<file path="src/rtl/evtmr_pkg.sv">
package evtmr_pkg;

  // register byte offsets
  localparam logic [7:0] OFS_CAPS   = 8'h00;
  localparam logic [7:0] OFS_GCTRL  = 8'h04;
  localparam logic [7:0] OFS_ISTAT  = 8'h08;
  localparam logic [7:0] OFS_CNT_LO = 8'h10;
  localparam logic [7:0] OFS_CNT_HI = 8'h14;
  localparam logic [7:0] OFS_CHCFG  = 8'h20;
  localparam logic [7:0] OFS_CMP_LO = 8'h28;
  localparam logic [7:0] OFS_CMP_HI = 8'h2C;

  // channel configuration bit positions
  localparam int CFG_EN_BIT     = 1;
  localparam int CFG_PER_BIT    = 3;
  localparam int CFG_LOAD_BIT   = 6;
  localparam int CFG_NARROW_BIT = 8;

  // width used when a channel is narrowed
  localparam int NARROW_W = 32;

  typedef struct packed {
    logic narrow;
    logic load;
    logic periodic;
    logic en;
  } ch_cfg_t;

  typedef struct packed {
    logic gctrl;
    logic istat;
    logic cnt_lo;
    logic cnt_hi;
    logic chcfg;
    logic cmp_lo;
    logic cmp_hi;
  } wr_stb_t;

endpackage

</file>
<file path="src/rtl/evtmr_decode.sv">
module evtmr_decode
  import evtmr_pkg::*;
#(
  parameter int ADDR_W = 8
) (
  input  logic              sel,
  input  logic              wr,
  input  logic [ADDR_W-1:0] addr,
  output wr_stb_t           stb
);

  logic wr_act;
  assign wr_act = sel & wr;

  always_comb begin
    stb        = '0;
    stb.gctrl  = wr_act && (addr == ADDR_W'(OFS_GCTRL));
    stb.istat  = wr_act && (addr == ADDR_W'(OFS_ISTAT));
    stb.cnt_lo = wr_act && (addr == ADDR_W'(OFS_CNT_LO));
    stb.cnt_hi = wr_act && (addr == ADDR_W'(OFS_CNT_HI));
    stb.chcfg  = wr_act && (addr == ADDR_W'(OFS_CHCFG));
    stb.cmp_lo = wr_act && (addr == ADDR_W'(OFS_CMP_LO));
    stb.cmp_hi = wr_act && (addr == ADDR_W'(OFS_CMP_HI));
  end

endmodule

</file>
<file path="src/rtl/evtmr_counter.sv">
module evtmr_counter #(
  parameter int CNT_W = 64,
  parameter int BUS_W = 32
) (
  input  logic             clk,
  input  logic             rst_n,
  input  logic             run,
  input  logic             wr_lo,
  input  logic             wr_hi,
  input  logic [BUS_W-1:0] wdata,
  output logic [CNT_W-1:0] cnt
);

  localparam int HI_W = CNT_W - BUS_W;

  // preset is honoured only while halted
  logic load_lo, load_hi;
  assign load_lo = wr_lo & ~run;
  assign load_hi = wr_hi & ~run;

  // full-width increment: the upper word always receives the carry
  always_ff @(posedge clk or negedge rst_n) begin
    if (!rst_n) begin
      cnt <= '0;
    end else if (run) begin
      cnt <= cnt + CNT_W'(1);
    end else if (load_lo) begin
      cnt[BUS_W-1:0] <= wdata;
    end else if (load_hi) begin
      cnt[CNT_W-1:BUS_W] <= wdata[HI_W-1:0];
    end
  end

endmodule

</file>
<file path="src/rtl/evtmr_channel.sv">
module evtmr_channel
  import evtmr_pkg::*;
#(
  parameter int CNT_W = 64,
  parameter int BUS_W = 32
) (
  input  logic             clk,
  input  logic             rst_n,
  input  logic             run,
  input  logic             cfg_wr,
  input  logic             cmp_lo_wr,
  input  logic             cmp_hi_wr,
  input  logic [BUS_W-1:0] wdata,
  input  logic [CNT_W-1:0] cnt,
  output ch_cfg_t          cfg,
  output logic [CNT_W-1:0] cmp,
  output logic [CNT_W-1:0] period,
  output logic             match_evt,
  output logic             commit
);

  localparam int HI_W = CNT_W - BUS_W;

  // equality at the active width
  function automatic logic hit_at(input logic [CNT_W-1:0] c,
                                  input logic [CNT_W-1:0] m,
                                  input logic             nar);
    if (nar) return c[NARROW_W-1:0] == m[NARROW_W-1:0];
    return c == m;
  endfunction

  // next comparator value after a periodic hit
  function automatic logic [CNT_W-1:0] step_cmp(input logic [CNT_W-1:0] c,
                                                input logic [CNT_W-1:0] p,
                                                input logic             nar);
    logic [NARROW_W-1:0] lo_sum;
    lo_sum = c[NARROW_W-1:0] + p[NARROW_W-1:0];
    if (nar) return {c[CNT_W-1:NARROW_W], lo_sum};
    return c + p;
  endfunction

  logic [HI_W-1:0]  stage_hi;
  logic             second_pending;
  logic [CNT_W-1:0] commit_val;
  logic             to_period;
  logic             reload;

  assign commit     = cmp_lo_wr;
  assign commit_val = {stage_hi, wdata};
  assign to_period  = commit && cfg.load && second_pending;
  assign match_evt  = run && cfg.en && hit_at(cnt, cmp, cfg.narrow);
  assign reload     = match_evt && cfg.periodic;

  // configuration and load-direct sequencing
  always_ff @(posedge clk or negedge rst_n) begin
    if (!rst_n) begin
      cfg            <= '0;
      second_pending <= 1'b0;
    end else if (cfg_wr) begin
      cfg.en         <= wdata[CFG_EN_BIT];
      cfg.periodic   <= wdata[CFG_PER_BIT];
      cfg.load       <= wdata[CFG_LOAD_BIT];
      cfg.narrow     <= wdata[CFG_NARROW_BIT];
      second_pending <= 1'b0;
    end else if (commit && cfg.load) begin
      if (second_pending) begin
        cfg.load       <= 1'b0;
        second_pending <= 1'b0;
      end else begin
        second_pending <= 1'b1;
      end
    end
  end

  // staged upper word
  always_ff @(posedge clk or negedge rst_n) begin
    if (!rst_n) stage_hi <= '0;
    else if (cmp_hi_wr) stage_hi <= wdata[HI_W-1:0];
  end

  // comparator: bus commit has priority over the periodic reload
  always_ff @(posedge clk or negedge rst_n) begin
    if (!rst_n) begin
      cmp <= '1;
    end else if (commit && !to_period) begin
      cmp <= commit_val;
    end else if (reload) begin
      cmp <= step_cmp(cmp, period, cfg.narrow);
    end
  end

  // increment register
  always_ff @(posedge clk or negedge rst_n) begin
    if (!rst_n) period <= '0;
    else if (to_period) period <= commit_val;
  end

endmodule

</file>
<file path="src/rtl/evtmr_top.sv">
module evtmr_top
  import evtmr_pkg::*;
#(
  parameter int ADDR_W = 8,
  parameter int BUS_W  = 32,
  parameter int CNT_W  = 64
) (
  input  logic              clk,
  input  logic              rst_n,
  input  logic              bus_sel,
  input  logic              bus_wr,
  input  logic [ADDR_W-1:0] bus_addr,
  input  logic [BUS_W-1:0]  bus_wdata,
  output logic [BUS_W-1:0]  bus_rdata,
  output logic              irq
);

  localparam logic WIDE_CNT = (CNT_W == 64);

  wr_stb_t          stb;
  logic             run_q;
  logic             istat_q;
  logic [CNT_W-1:0] cnt_w;
  logic [CNT_W-1:0] cmp_w;
  logic [CNT_W-1:0] period_w;
  ch_cfg_t          ch_cfg;
  logic             match_evt;
  logic             cmp_commit;
  logic             cnt_wr_req;
  logic [BUS_W-1:0] cfg_rd;

  evtmr_decode #(.ADDR_W(ADDR_W)) dec_i (
    .sel (bus_sel),
    .wr  (bus_wr),
    .addr(bus_addr),
    .stb (stb)
  );

  evtmr_counter #(.CNT_W(CNT_W), .BUS_W(BUS_W)) cnt_i (
    .clk  (clk),
    .rst_n(rst_n),
    .run  (run_q),
    .wr_lo(stb.cnt_lo),
    .wr_hi(stb.cnt_hi),
    .wdata(bus_wdata),
    .cnt  (cnt_w)
  );

  evtmr_channel #(.CNT_W(CNT_W), .BUS_W(BUS_W)) ch_i (
    .clk      (clk),
    .rst_n    (rst_n),
    .run      (run_q),
    .cfg_wr   (stb.chcfg),
    .cmp_lo_wr(stb.cmp_lo),
    .cmp_hi_wr(stb.cmp_hi),
    .wdata    (bus_wdata),
    .cnt      (cnt_w),
    .cfg      (ch_cfg),
    .cmp      (cmp_w),
    .period   (period_w),
    .match_evt(match_evt),
    .commit   (cmp_commit)
  );

  assign cnt_wr_req = stb.cnt_lo | stb.cnt_hi;

  // global run control
  always_ff @(posedge clk or negedge rst_n) begin
    if (!rst_n) run_q <= 1'b0;
    else if (stb.gctrl) run_q <= bus_wdata[0];
  end

  // interrupt status: a hit wins over a clear in the same cycle
  always_ff @(posedge clk or negedge rst_n) begin
    if (!rst_n) istat_q <= 1'b0;
    else if (match_evt) istat_q <= 1'b1;
    else if (stb.istat && bus_wdata[0]) istat_q <= 1'b0;
  end

  assign irq = istat_q;

  always_comb begin
    cfg_rd                 = '0;
    cfg_rd[CFG_EN_BIT]     = ch_cfg.en;
    cfg_rd[CFG_PER_BIT]    = ch_cfg.periodic;
    cfg_rd[CFG_LOAD_BIT]   = ch_cfg.load;
    cfg_rd[CFG_NARROW_BIT] = ch_cfg.narrow;
  end

  always_comb begin
    bus_rdata = '0;
    unique case (bus_addr)
      ADDR_W'(OFS_CAPS):   bus_rdata[0] = WIDE_CNT;
      ADDR_W'(OFS_GCTRL):  bus_rdata[0] = run_q;
      ADDR_W'(OFS_ISTAT):  bus_rdata[0] = istat_q;
      ADDR_W'(OFS_CNT_LO): bus_rdata = cnt_w[BUS_W-1:0];
      ADDR_W'(OFS_CNT_HI): bus_rdata = cnt_w[CNT_W-1:BUS_W];
      ADDR_W'(OFS_CHCFG):  bus_rdata = cfg_rd;
      ADDR_W'(OFS_CMP_LO): bus_rdata = cmp_w[BUS_W-1:0];
      ADDR_W'(OFS_CMP_HI): bus_rdata = cmp_w[CNT_W-1:BUS_W];
      default:             bus_rdata = '0;
    endcase
  end

endmodule

</file>
<file path="config.mk">
export PLATFORM = sky130hd
export DESIGN_NAME = evtmr_top
export DESIGN_NICKNAME = d
export VERILOG_FILES = /design/src/rtl/evtmr_pkg.sv /design/src/rtl/evtmr_decode.sv /design/src/rtl/evtmr_counter.sv /design/src/rtl/evtmr_channel.sv /design/src/rtl/evtmr_top.sv
export SDC_FILE = /design/constraint.sdc
export NUM_CORES = 1
export LEC_CHECK = 0
export BUFFER_PORTS_ARGS = -buffer_cell sky130_fd_sc_hd__buf_2
export CAP_MARGIN = 40
export CELL_PAD_IN_SITES_DETAIL_PLACEMENT = 2
export CELL_PAD_IN_SITES_GLOBAL_PLACEMENT = 2
export CORE_MARGIN = 1
export CORE_UTILIZATION = 33
export DETAILED_ROUTE_END_ITERATION = 10
export MAX_ROUTING_LAYER = met4
export PLACE_DENSITY = 0.77
export SYNTH_ARGS = -nofsm -noshare
export SYNTH_HDL_FRONTEND = slang
export SYNTH_SLANG_ARGS = --single-unit
</file>
<file path="constraint.sdc">
create_clock -name clk -period 4.25 [get_ports clk]
set_input_delay 0.425 -clock clk [delete_from_list [all_inputs] [get_ports clk]]
set_output_delay 0.425 -clock clk [all_outputs]
set_load 0.02 [all_outputs]
</file>
==> results.txt, run 1 <==
Status - complete, but fails checks
Failing checks - DRC
Final Hold Slack - 0.169 ns
Vias in the first global route - 16,400
Least-Margin Pin Slew - 0.881 ns
Leak - 8.16 nW
Predominant post-synthesis flop cell - dfrtp_1
Routed len/inst - 28.6 um
Nets - 1,929
Flop2flop setup slack - 0.20 ns
Pwr dens - 367 nW/um^2
Tmin final - 4.05 ns
Max_cap viols - 0
CTS clock-pin slew for the worst setup and hold paths - 0.06 ns
Die Width - 221 um
CTS Buffer Depth - 3
Max Clock Skew - 0.0299 ns
Synth area leader - dfrtp_1
Pin count of the biggest net entering global routing - 88
Register bit total from synthesis - 231
Synth unique cells - 72
Clock tree from TritonCTS - done
Post-DP HPWL - 52,500 um
Num CTS Buffers - 30
Setup crit start kind - flop
CP Data Required Time - 4.71 ns
Die Area - 48,700 sq um
CORE AREA - 46,900 sq um
Standard-cell rows - 79
Post-synth top area share - 26.5%
Vias - 15,200
Detailed Routing Iterations Pass 1 - 8
Final Setup Violations - 0
DRC Markers - 6
Cells after Synth - 1,790
Yosys warnings - 0
Worst VDD drop - 0.257 mV
Total Wirelength - 70,200 um
Most frequent cells in the layout - a21oi_1 (180), nor2_1 (172), dfrtp_1 (166)
I/O Buffers - 76
Gpl congestion - 0.959
Io pins - 77
Fin crit share - 95.2%
Worst-Skew Late Latency - 0.60 ns
GRT Total Usage - 30.1%
Register area share after synthesis - 37.2%
Synthesized area - 15,800 sq um
Vias/cell - 6.19
Setup WS pre-CTS - 0.321 ns
Fin. max-slew vios - 0
Highest clock rate - 247 MHz
Commonest non-fill, non-tap cell in the layout - a21oi_1
Critical path fanouts, max - 7
Die outline height - 221 um
Total power - 6.56 mW
Min-Delay Path Class - in -> reg
RSZ-0062 raised after global routing - no
Post-synth EDFFs - 0
Clock sink count - 231
Synth Net Count - 1,899
Final hold violations - 0
Initial antenna violation count - 4
Worst setup margin - 0.205 ns
Share of layout cells above drive strength 1 - 19.6%
CTS Root Cell - clkbuf_16
Synth area leaders - dfrtp_1 (26%), dfstp_2 (11%), mux2_2 (7.4%)
Starting DRT DRC Count - 1,191
CP Capture Type - flop
Routed Antenna Nets - 0
H-tree Lvls - 1
Share of async-settable or async-resettable flops after synthesis - 100%
Average size of a mapped cell - 8.81 sq um
Post-layout util - 38.2%
Max-slew headroom - 41.3%
Fillers - 5,199
CP Class - reg -> reg
P&R area growth vs syn - 13.3%
Setup_tns - 0 ns
Initial Utilization - 33.7%
First-pass GRT wire length - 106,000 um
Total gr overflow - 0
Worst EP arrival - 4.50 ns
-- per-layer routing --
metal	GRT usage (%)	up-vias	routed length, um
met5	-	-	0
li1	-	6640	-
met4	9.34	0	2600
met2	48.7	489	33000
met1	39.4	7914	31300
met3	3.09	139	3230
-- worst max-delay path: stages, from the launching register on --
cell      delay (ns)
dfstp_2         0.61
ha_1            0.35
a21oi_1         0.23
o21ai_1         0.15
a211oi_1        0.37
nor3_1          0.12
o41ai_1         0.44
o221ai_1        0.33
a31oi_1         0.48
o21bai_1        0.17
a311oi_1        0.37
xor2_1          0.19
a31oi_1         0.10
-- logic make-up after synthesis --
kind of cell | Yosys count | share of synthesized area, %
compound gates | 529 | 22.0
buf+inv | 152 | 3.69
fa+ha+maj | 65 | 5.20
flops | 231 | 37.2
simple gates | 576 | 17.1
mux | 113 | 7.99
xor+xnor | 124 | 6.88
-- synth_stat cells, drive strengths merged (28+ instances only) --
cell type  instances
a21oi            180
nand2            166
dfstp             64
o21ai             92
nor3              35
a221o             31
nor2             174
mux2             103
xnor2             87
nand3             65
xor2              37
ha                64
a22o              28
nand4             52
clkbuf           101
a21o              31
dfrtp            167
inv               32
-- through the flow --
| stage | instances | cell area, sq um |
|---|---|---|
| 4_1_cts | 2450 | 17900 |
| 3_5_place_dp | 2393 | 16800 |
| 2_1_floorplan | 1790 | 15800 |
| 3_3_place_gp | 2391 | 16800 |
| 5_1_grt | 2452 | 17900 |
| 6_report | 2453 | 17900 |
-- power breakdown --
group | switching [mW] | total, mW | internal [mW]
Sequential | 0.445 | 2.87 | 2.42
Clock | 1.10 | 2.67 | 1.57
Combinational | 0.636 | 1.03 | 0.397
-- final timing paths --
path	end	cells past startpoint	startpoint
max	ch_i.cmp[61]$_DFFE_PN1P_	12	ch_i.cmp[28]$_DFFE_PN1P_
max reg2reg	ch_i.cmp[61]$_DFFE_PN1P_	12	ch_i.cmp[28]$_DFFE_PN1P_
min reg2reg	ch_i.cmp[37]$_DFFE_PN1P_	2	ch_i.stage_hi[5]$_DFFE_PN0P_
min	ch_i.cmp[26]$_DFFE_PN1P_	3	bus_wdata[26]
max in group asynchronous	ch_i.cmp[19]$_DFFE_PN1P_	3	rst_n
min in group asynchronous	cnt_i.cnt[57]$_DFFE_PN0P_	2	rst_n
-- state kept, by name, indices dropped and copies added, names as in the netlist --
register / count
ch_i.stage_hi: 32
run_q: 1
ch_i.period: 64
ch_i.second_pending: 1
ch_i.cmp: 64
ch_i.cfg: 4
irq: 1
cnt_i.cnt: 64
-- final cells by class --
type,instances,area (sq um),area share [%]
multi-input combinational,1407,9360,52.3
antenna,2,5.00,0.0280
clock buffer,43,891,4.98
timing repair buffer,118,763,4.27
tap,607,759,4.25
sequential,231,5860,32.8
clock inverter,13,124,0.693
inverter,32,120,0.672
-- what timing repair did --
| action | CTS | global route |
|---|---|---|
| hold endpoints to repair | 76 | 0 |
| endpoints found under the setup margin | 0 | 2 |
| hold buffers | 1 | 0 |
| setup buffers | 0 | 0 |
| gates resized for setup | 0 | 1 |
(Power assumes the default switching activity.)
==> run 2, diff against run 1 <==
--- a/config.mk
+++ b/config.mk
@@ -5,6 +5,7 @@
 export SDC_FILE = /design/constraint.sdc
 export NUM_CORES = 1
 export LEC_CHECK = 0
+export ABC_AREA = 1
 export BUFFER_PORTS_ARGS = -buffer_cell sky130_fd_sc_hd__buf_2
 export CAP_MARGIN = 40
 export CELL_PAD_IN_SITES_DETAIL_PLACEMENT = 2
@@ -13,7 +14,7 @@
 export CORE_UTILIZATION = 33
 export DETAILED_ROUTE_END_ITERATION = 10
 export MAX_ROUTING_LAYER = met4
-export PLACE_DENSITY = 0.77
+export PLACE_DENSITY = 0.84
 export SYNTH_ARGS = -nofsm -noshare
 export SYNTH_HDL_FRONTEND = slang
 export SYNTH_SLANG_ARGS = --single-unit
==> constraint.sdc (replaced) <==
create_clock -name clk -period 4.25 [get_ports clk]
set_input_delay 0.85 -clock clk [delete_from_list [all_inputs] [get_ports clk]]
set_output_delay 0.85 -clock clk [all_outputs]
set_load 0.02 [all_outputs]
==> run 2 against run 1 <==
  * The run now ends clean
  * Critical path type is now in -> out
  * Sequential share of layout area shrank 5.7 points
  * Fmax grew 13%
  * Highest routed layer unchanged
  * Die area grew 21%
  * Sequential power grew 5%
  * Non-clock buffer count grew 4
  * Flip-flop and latch count is the same
  * Cell count grew 57%
  * Largest cell class unchanged
  * Global-route usage grew 7.5 points
  * Worst setup slack gained 0.48 ns
==> results.txt, run 2 <==
Detailed Routing Iterations Pass 1 - 5 (-3)
Num CTS Buffers - 31 (+3.3%)
Status - complete, no violations
Starting DRT DRC Count - 1,530 (+28%)
DRC Markers - 0 (-6)
Fin. max-slew vios - 0 (unchanged)
Setup crit start kind - input pin
P&R area growth vs syn - 13.4% (about the same)
Post-CTS sizing - 0 (unchanged)
Initial Utilization - 33.6% (-0.065 points)
CTS Root Cell - clkbuf_16
Worst EP arrival - 2.72 ns (-1.78 ns)
RSZ-0062 raised after global routing - no
Share of async-settable or async-resettable flops after synthesis - 100% (unchanged)
Worst VDD drop - 0.327 mV (+28%)
Register bit total from synthesis - 231 (unchanged)
Share of layout cells above drive strength 1 - 9.86% (-9.7 points)
Pwr dens - 377 nW/um^2 (+2.8%)
Initial antenna violation count - 1 (-3)
Reg2Reg Depth - 13 (+1)
Setup_tns - 0 ns (unchanged)
Tmin final - 3.57 ns (-0.478 ns)
Worst-Skew Late Latency - 0.61 ns (about the same)
Max Clock Skew - 0.0293 ns (-0.000647 ns)
First-pass GRT wire length - 158,000 um (+49%)
M2 GR Usage - 57.2% (+8.5 points)
Final Setup Violations - 0 (unchanged)
Highest clock rate - 280 MHz (+13%)
Leak - 11.3 nW (+38%)
RR Startpoint - cnt_i.cnt[5]$_DFFE_PN0P_
Standard-cell rows - 87 (+10%)
CP Capture Type - primary output
Met3 usage - 3.93% (+0.84 points)
Fin crit share - 83.9% (-11 points)
Biggest regs - ch_i.cmp: 64 flops, ch_i.period: 64 flops, cnt_i.cnt: 64 flops
Top Usage Layer GRT - met2
Fillers - 6,986 (+34%)
Post-DP HPWL - 87,700 um (+67%)
GRT met1 Usage - 50.0% (+11 points)
Clock sink count - 231 (unchanged)
Reg2reg end - ch_i.cmp[27]$_DFFE_PN1P_
GRT Total Usage - 37.6% (+7.5 points)
CTS clock-pin slew for the worst setup and hold paths - 0.05 ns (about the same)
Commonest non-fill, non-tap cell in the layout - nand2_1
Clock tree from TritonCTS - done
Vias/cell - 5.66 (-8.5%)
Post-synth top area share - 21.9% (-4.6 points)
Placed cell count - 3,802 (+59%)
CORE AREA - 56,700 sq um (+21%)
Predominant post-synthesis flop cell - dfrtp_1
Vias - 21,900 (+44%)
Register area share after synthesis - 30.8% (-6.4 points)
Io pins - 77 (unchanged)
Total Wirelength - 109,000 um (+55%)
Die Width - 242 um (+9.8%)
Pin count of the biggest net entering global routing - 73 (-17%)
I/O Buffers - 76 (unchanged)
Synthesized area - 19,100 sq um (+21%)
H-tree Lvls - 1 (unchanged)
Cells after Synth - 3,001 (+68%)
Vias in the first global route - 23,200 (+42%)
Synth area leaders - dfrtp_1 (22%), nand2_1 (21%), inv_1 (8.9%)
Min-Delay Path Class - in -> async
Yosys warnings - 0 (unchanged)
Nets - 3,189 (+65%)
Non-filler cells, final - 3,862 (+57%)
Die outline height - 242 um (+9.8%)
CP Data Required Time - 3.40 ns (-1.31 ns)
Synth area leader - dfrtp_1
CTS Buffer Depth - 3 (unchanged)
Max-slew headroom - 36.3% (-5.0 points)
Flop2flop setup slack - 0.92 ns (+0.72 ns)
Gpl congestion - 1.01 (+5.8%)
Least-Margin Pin Slew - 0.948 ns (+0.0670 ns)
Final hold violations - 0 (unchanged)
Routed Antenna Nets - 0 (unchanged)
Total gr overflow - 0 (unchanged)
Routed len/inst - 28.2 um (-1.3%)
Synth unique cells - 51 (-29%)
Critical path fanouts, max - 7 (unchanged)
Post-synth EDFFs - 0 (unchanged)
Most frequent cells in the layout - nand2_1 (1,088), inv_1 (454), nand3_1 (219)
Max_cap viols - 0 (unchanged)
CP Class - in -> out
Die Area - 58,700 sq um (+21%)
Top cells by count, synth - nand2_1 (1,088), inv_1 (454), nand3_1 (219)
Most frequent cell after synthesis - nand2_1
Average size of a mapped cell - 6.35 sq um (-28%)
Synth Net Count - 3,110 (+64%)
Total setup buffers inserted after CTS - 0 (unchanged)
# hold bufs at CTS - 0 (-1)
-- run 2: metal layers --
layer | routed length (um) | share of wire [%]
met1 | 48400 | 44
met2 | 48000 | 44
met3 | 6730 | 6.2
met4 | 5990 | 5.5
met5 | 0 | 0
-- run 2: logic make-up after synthesis --
group	count (synthesis)	share of synthesized area, %
buffers and inverters	537	11.0
AO/OA/AOI/OAI	359	10.9
XOR/XNOR	95	4.37
flip-flops	231	30.8
adder cells (fa/ha/maj)	65	4.31
multiplexers	32	1.89
AND/OR/NAND/NOR	1682	36.9
-- run 2: area by class of cell --
cell class / instances / area (sq um) / share of cell area, %
Multi-Input combinational cell: 2233 / 11100 / 51.4
Tap cell: 756 / 946 / 4.38
Clock inverter: 11 / 186 / 0.862
Timing Repair Buffer: 122 / 827 / 3.83
Sequential cell: 231 / 5860 / 27.1
Clock buffer: 47 / 946 / 4.38
Antenna cell: 1 / 2.50 / 0.0116
Inverter: 461 / 1730 / 8.00
-- run 2: worst max path at each step --
stage / endpoint / start / slack, ns
2_1_floorplan: bus_rdata[10] / bus_addr[7] / 1.09
3_3_place_gp: bus_rdata[21] / bus_addr[1] / 0.83
3_5_place_dp: bus_rdata[10] / bus_addr[1] / 0.75
4_1_cts: bus_rdata[10] / bus_addr[1] / 0.74
5_1_grt: bus_rdata[21] / bus_addr[1] / 0.42
6_report: bus_rdata[21] / bus_addr[1] / 0.68
-- run 2: through the flow --
step | setup slack (ns) | total power [mW] | util [%] | instance area [sq um] | hold slack, ns
after floorplan | 1.09 | 4.08 | - | 19100 | 0.453
after global placement | 0.834 | 5.02 | 36.0 | 20400 | 0.470
after detailed placement | 0.746 | 5.11 | 36.1 | 20500 | 0.483
after CTS | 0.744 | 8.10 | 38.1 | 21600 | 0.234
after global routing | 0.422 | 8.41 | 38.1 | 21600 | 0.255
final | 0.682 | 8.16 | 38.1 | 21600 | 0.215
-- run 2: power by group --
part,total (mW),leakage (nW),switching (mW),internal (mW)
Combinational,2.16,7.90,1.52,0.638
Sequential,3.01,2.82,0.524,2.48
Clock,2.99,0.558,1.17,1.83
-- run 2: critical path, stage by stage --
cell	delay [ns]
buf_2	0.10
nor2_2	0.14
inv_2	0.07
nor3_1	0.30
nand2_1	0.13
inv_1	0.47
nand2_1	0.09
o21ai_0	0.10
a21oi_1	0.06
o21ai_0	0.18
buf_2	0.24
==> run 3, diff against run 2 <==
--- a/config.mk
+++ b/config.mk
@@ -11,10 +11,10 @@
 export CELL_PAD_IN_SITES_DETAIL_PLACEMENT = 2
 export CELL_PAD_IN_SITES_GLOBAL_PLACEMENT = 2
 export CORE_MARGIN = 1
-export CORE_UTILIZATION = 33
+export CORE_UTILIZATION = 32
 export DETAILED_ROUTE_END_ITERATION = 10
 export MAX_ROUTING_LAYER = met4
-export PLACE_DENSITY = 0.84
+export PLACE_DENSITY = 0.85
 export SYNTH_ARGS = -nofsm -noshare
 export SYNTH_HDL_FRONTEND = slang
 export SYNTH_SLANG_ARGS = --single-unit
==> constraint.sdc (replaced) <==
create_clock -name clk -period 3.1 [get_ports clk]
set_input_delay 0.62 -clock clk [delete_from_list [all_inputs] [get_ports clk]]
set_output_delay 0.62 -clock clk [all_outputs]
set_load 0.02 [all_outputs]
==> run 3 against run 2 <==
  * The run now ends with DRC left
  * Largest cell class unchanged
  * Clock-buffer cell count is 10 lower
  * Final area is 2.0% higher
  * Sequential share of layout area shrank 0.53 points
  * Register-to-register slack lost 0.85 ns
  * Clock skew decreased by 0.013 ns
  * Via count increased by 0.52%
==> results.txt, run 3 (same netlist as run 2, synthesis figures left out) <==
Status - complete, but fails checks
Failing checks - DRC
Critical path fanouts, max - 5 (-2)
CP Capture Type - flop
Design Area, Final - 22,000 sq um (+2.0%)
Worst EP arrival - 3.56 ns (+0.84 ns)
Reg2Reg Depth - 14 (+1)
Clock tree from TritonCTS - done
Tmin final - 3.03 ns
Post-DP HPWL - 90,200 um (+2.9%)
Most frequent cells in the layout - nand2_1 (1,087), inv_1 (454), nand3_1 (218)
Setup crit start kind - flop
Final hold violations - 0 (unchanged)
P&R area growth vs syn - 15.7%
Share of layout cells above drive strength 1 - 11.5% (+1.7 points)
First-pass GRT wire length - 162,000 um (+2.4%)
Io pins - 77 (unchanged)
Total gr overflow - 0 (unchanged)
Vias in the first global route - 23,500 (+1.5%)
Vias/cell - 5.59 (-1.2%)
Pin count of the biggest net entering global routing - 99 (+36%)
Fin crit share - 97.8%
Nets - 3,242 (+1.7%)
Routed len/inst - 28.4 um (+0.68%)
Register area - 5860 sq um (unchanged)
Standard-cell rows - 89 (+2.3%)
CORE AREA - 58,900 sq um (+3.9%)
Die outline height - 246 um (+1.5%)
I/O Buffers - 76 (unchanged)
Num CTS Buffers - 31 (unchanged)
CTS Root Cell - clkbuf_16
CTS Buffer Depth - 3 (unchanged)
Commonest non-fill, non-tap cell in the layout - nand2_1
Starting DRT DRC Count - 1,722 (+13%)
Highest clock rate - 330 MHz
Fillers - 7,228 (+3.5%)
Die Width - 246 um (+1.5%)
H-tree Lvls - 1 (unchanged)
Worst VDD drop - 0.466 mV (+42%)
Post-layout util - 37.4% (-0.69 points)
Initial antenna violation count - 2 (+1)
CTS clock-pin slew for the worst setup and hold paths - 0.07 ns (+0.02 ns)
CP Data Required Time - 3.62 ns (+0.22 ns)
Pwr dens - 505 nW/um^2 (+34%)
Die Area - 60,500 sq um (+3.1%)
Multi-input gate area - 11,100 sq um (about the same)
Least-Margin Pin Slew - 0.821 ns (-0.127 ns)
Total Wirelength - 112,000 um (+2.5%)
Total power - 11.1 mW (+37%)
DRC Markers - 4 (+4)
Routed Antenna Nets - 0 (unchanged)
Total setup buffers inserted after CTS - 0 (unchanged)
RSZ-0062 raised after global routing - no
Gpl congestion - 1.00 (-1.4%)
Max Clock Skew - 0.0167 ns (-0.0125 ns)
Worst-Skew Late Latency - 0.60 ns (about the same)
Dpl cell area - 21,000 sq um (+2.4%)
Leak - 11.5 nW (+2.3%)
Max_cap viols - 0 (unchanged)
Max-slew headroom - 45.3% (+9.0 points)
CP Class - reg -> reg
Initial Utilization - 32.4% (-1.3 points)
Vias - 22,000 (+0.52%)
Detailed Routing Iterations Pass 1 - 8 (+3)
Biggest regs - ch_i.cmp: 64 flops, ch_i.period: 64 flops, cnt_i.cnt: 64 flops
Min-Delay Path Class - in -> async
Clock sink count - 231 (unchanged)
Setup_tns - 0 ns (unchanged)
Final Setup Violations - 0 (unchanged)
Fin. max-slew vios - 0 (unchanged)
GRT Total Usage - 37.8% (+0.14 points)
[run 3: report_power, final]
part / total, mW / leakage [nW] / internal (mW) / switching (mW)
clock network: 3.90 / 0.514 / 2.26 / 1.65
registers: 4.10 / 2.82 / 3.40 / 0.695
logic: 3.13 / 8.21 / 0.951 / 2.18
total: 11.1 / 11.5 / 6.61 / 4.52
[run 3: cell type report]
class,instances,share of cell area [%]
Antenna cell,1,0.0113
Clock buffer,37,3.80
Clock inverter,20,0.999
Inverter,461,7.85
Multi-Input combinational cell,2233,50.5
Sequential cell,231,26.6
Tap cell,773,4.39
Timing Repair Buffer,175,5.91
[run 3: final timing paths]
kind	from	to	slack, ns
min	rst_n	cnt_i.cnt[56]$_DFFE_PN0P_	0.06
max in group asynchronous	rst_n	ch_i.cmp[50]$_DFFE_PN1P_	2.14
max	ch_i.cmp[30]$_DFFE_PN1P_	ch_i.cmp[63]$_DFFE_PN1P_	0.07
max reg2reg	ch_i.cmp[30]$_DFFE_PN1P_	ch_i.cmp[63]$_DFFE_PN1P_	0.07
min in group clk	bus_wdata[28]	ch_i.period[28]$_DFFE_PN0P_	0.37
min reg2reg	ch_i.period[8]$_DFFE_PN0P_	ch_i.period[8]$_DFFE_PN0P_	0.50
[run 3: critical path, stage by stage, from the launching register on]
cell,delay [ns]
dfstp_2,0.74
ha_1,0.35
nand2_1,0.25
inv_1,0.08
nand2_1,0.09
nand2_1,0.13
inv_1,0.08
nand2_1,0.14
a21oi_1,0.46
nand2_1,0.14
nand2_1,0.13
nand2_1,0.06
nand2_1,0.10
nand3_1,0.09
nand3_1,0.13
[run 3: metal layers]
layer / share of wire, % / vias to the layer above / GRT usage, %
met5: 0 / - / -
met3: 5.3 / 185 / 3.52
met1: 44 / 11300 / 49.6
met4: 5.0 / 0 / 15.9
met2: 45 / 738 / 59.2
li1: - / 9807 / -
[run 3: repair_timing]
item / CTS / global route
setup endpoints to repair: 0 / 5
resized for setup: 0 / 3
hold buffers: 0 / 0
[run 3: metrics by stage]
stage,worst slack [ns],hold slack [ns],instances
after global routing,0.0193,0.0837,3930
after CTS,0.0264,0.0699,3930
final,0.0678,0.0567,3931
after floorplan,0.401,0.324,3001
after global placement,0.159,0.467,3872
after detailed placement,0.0576,0.487,3873
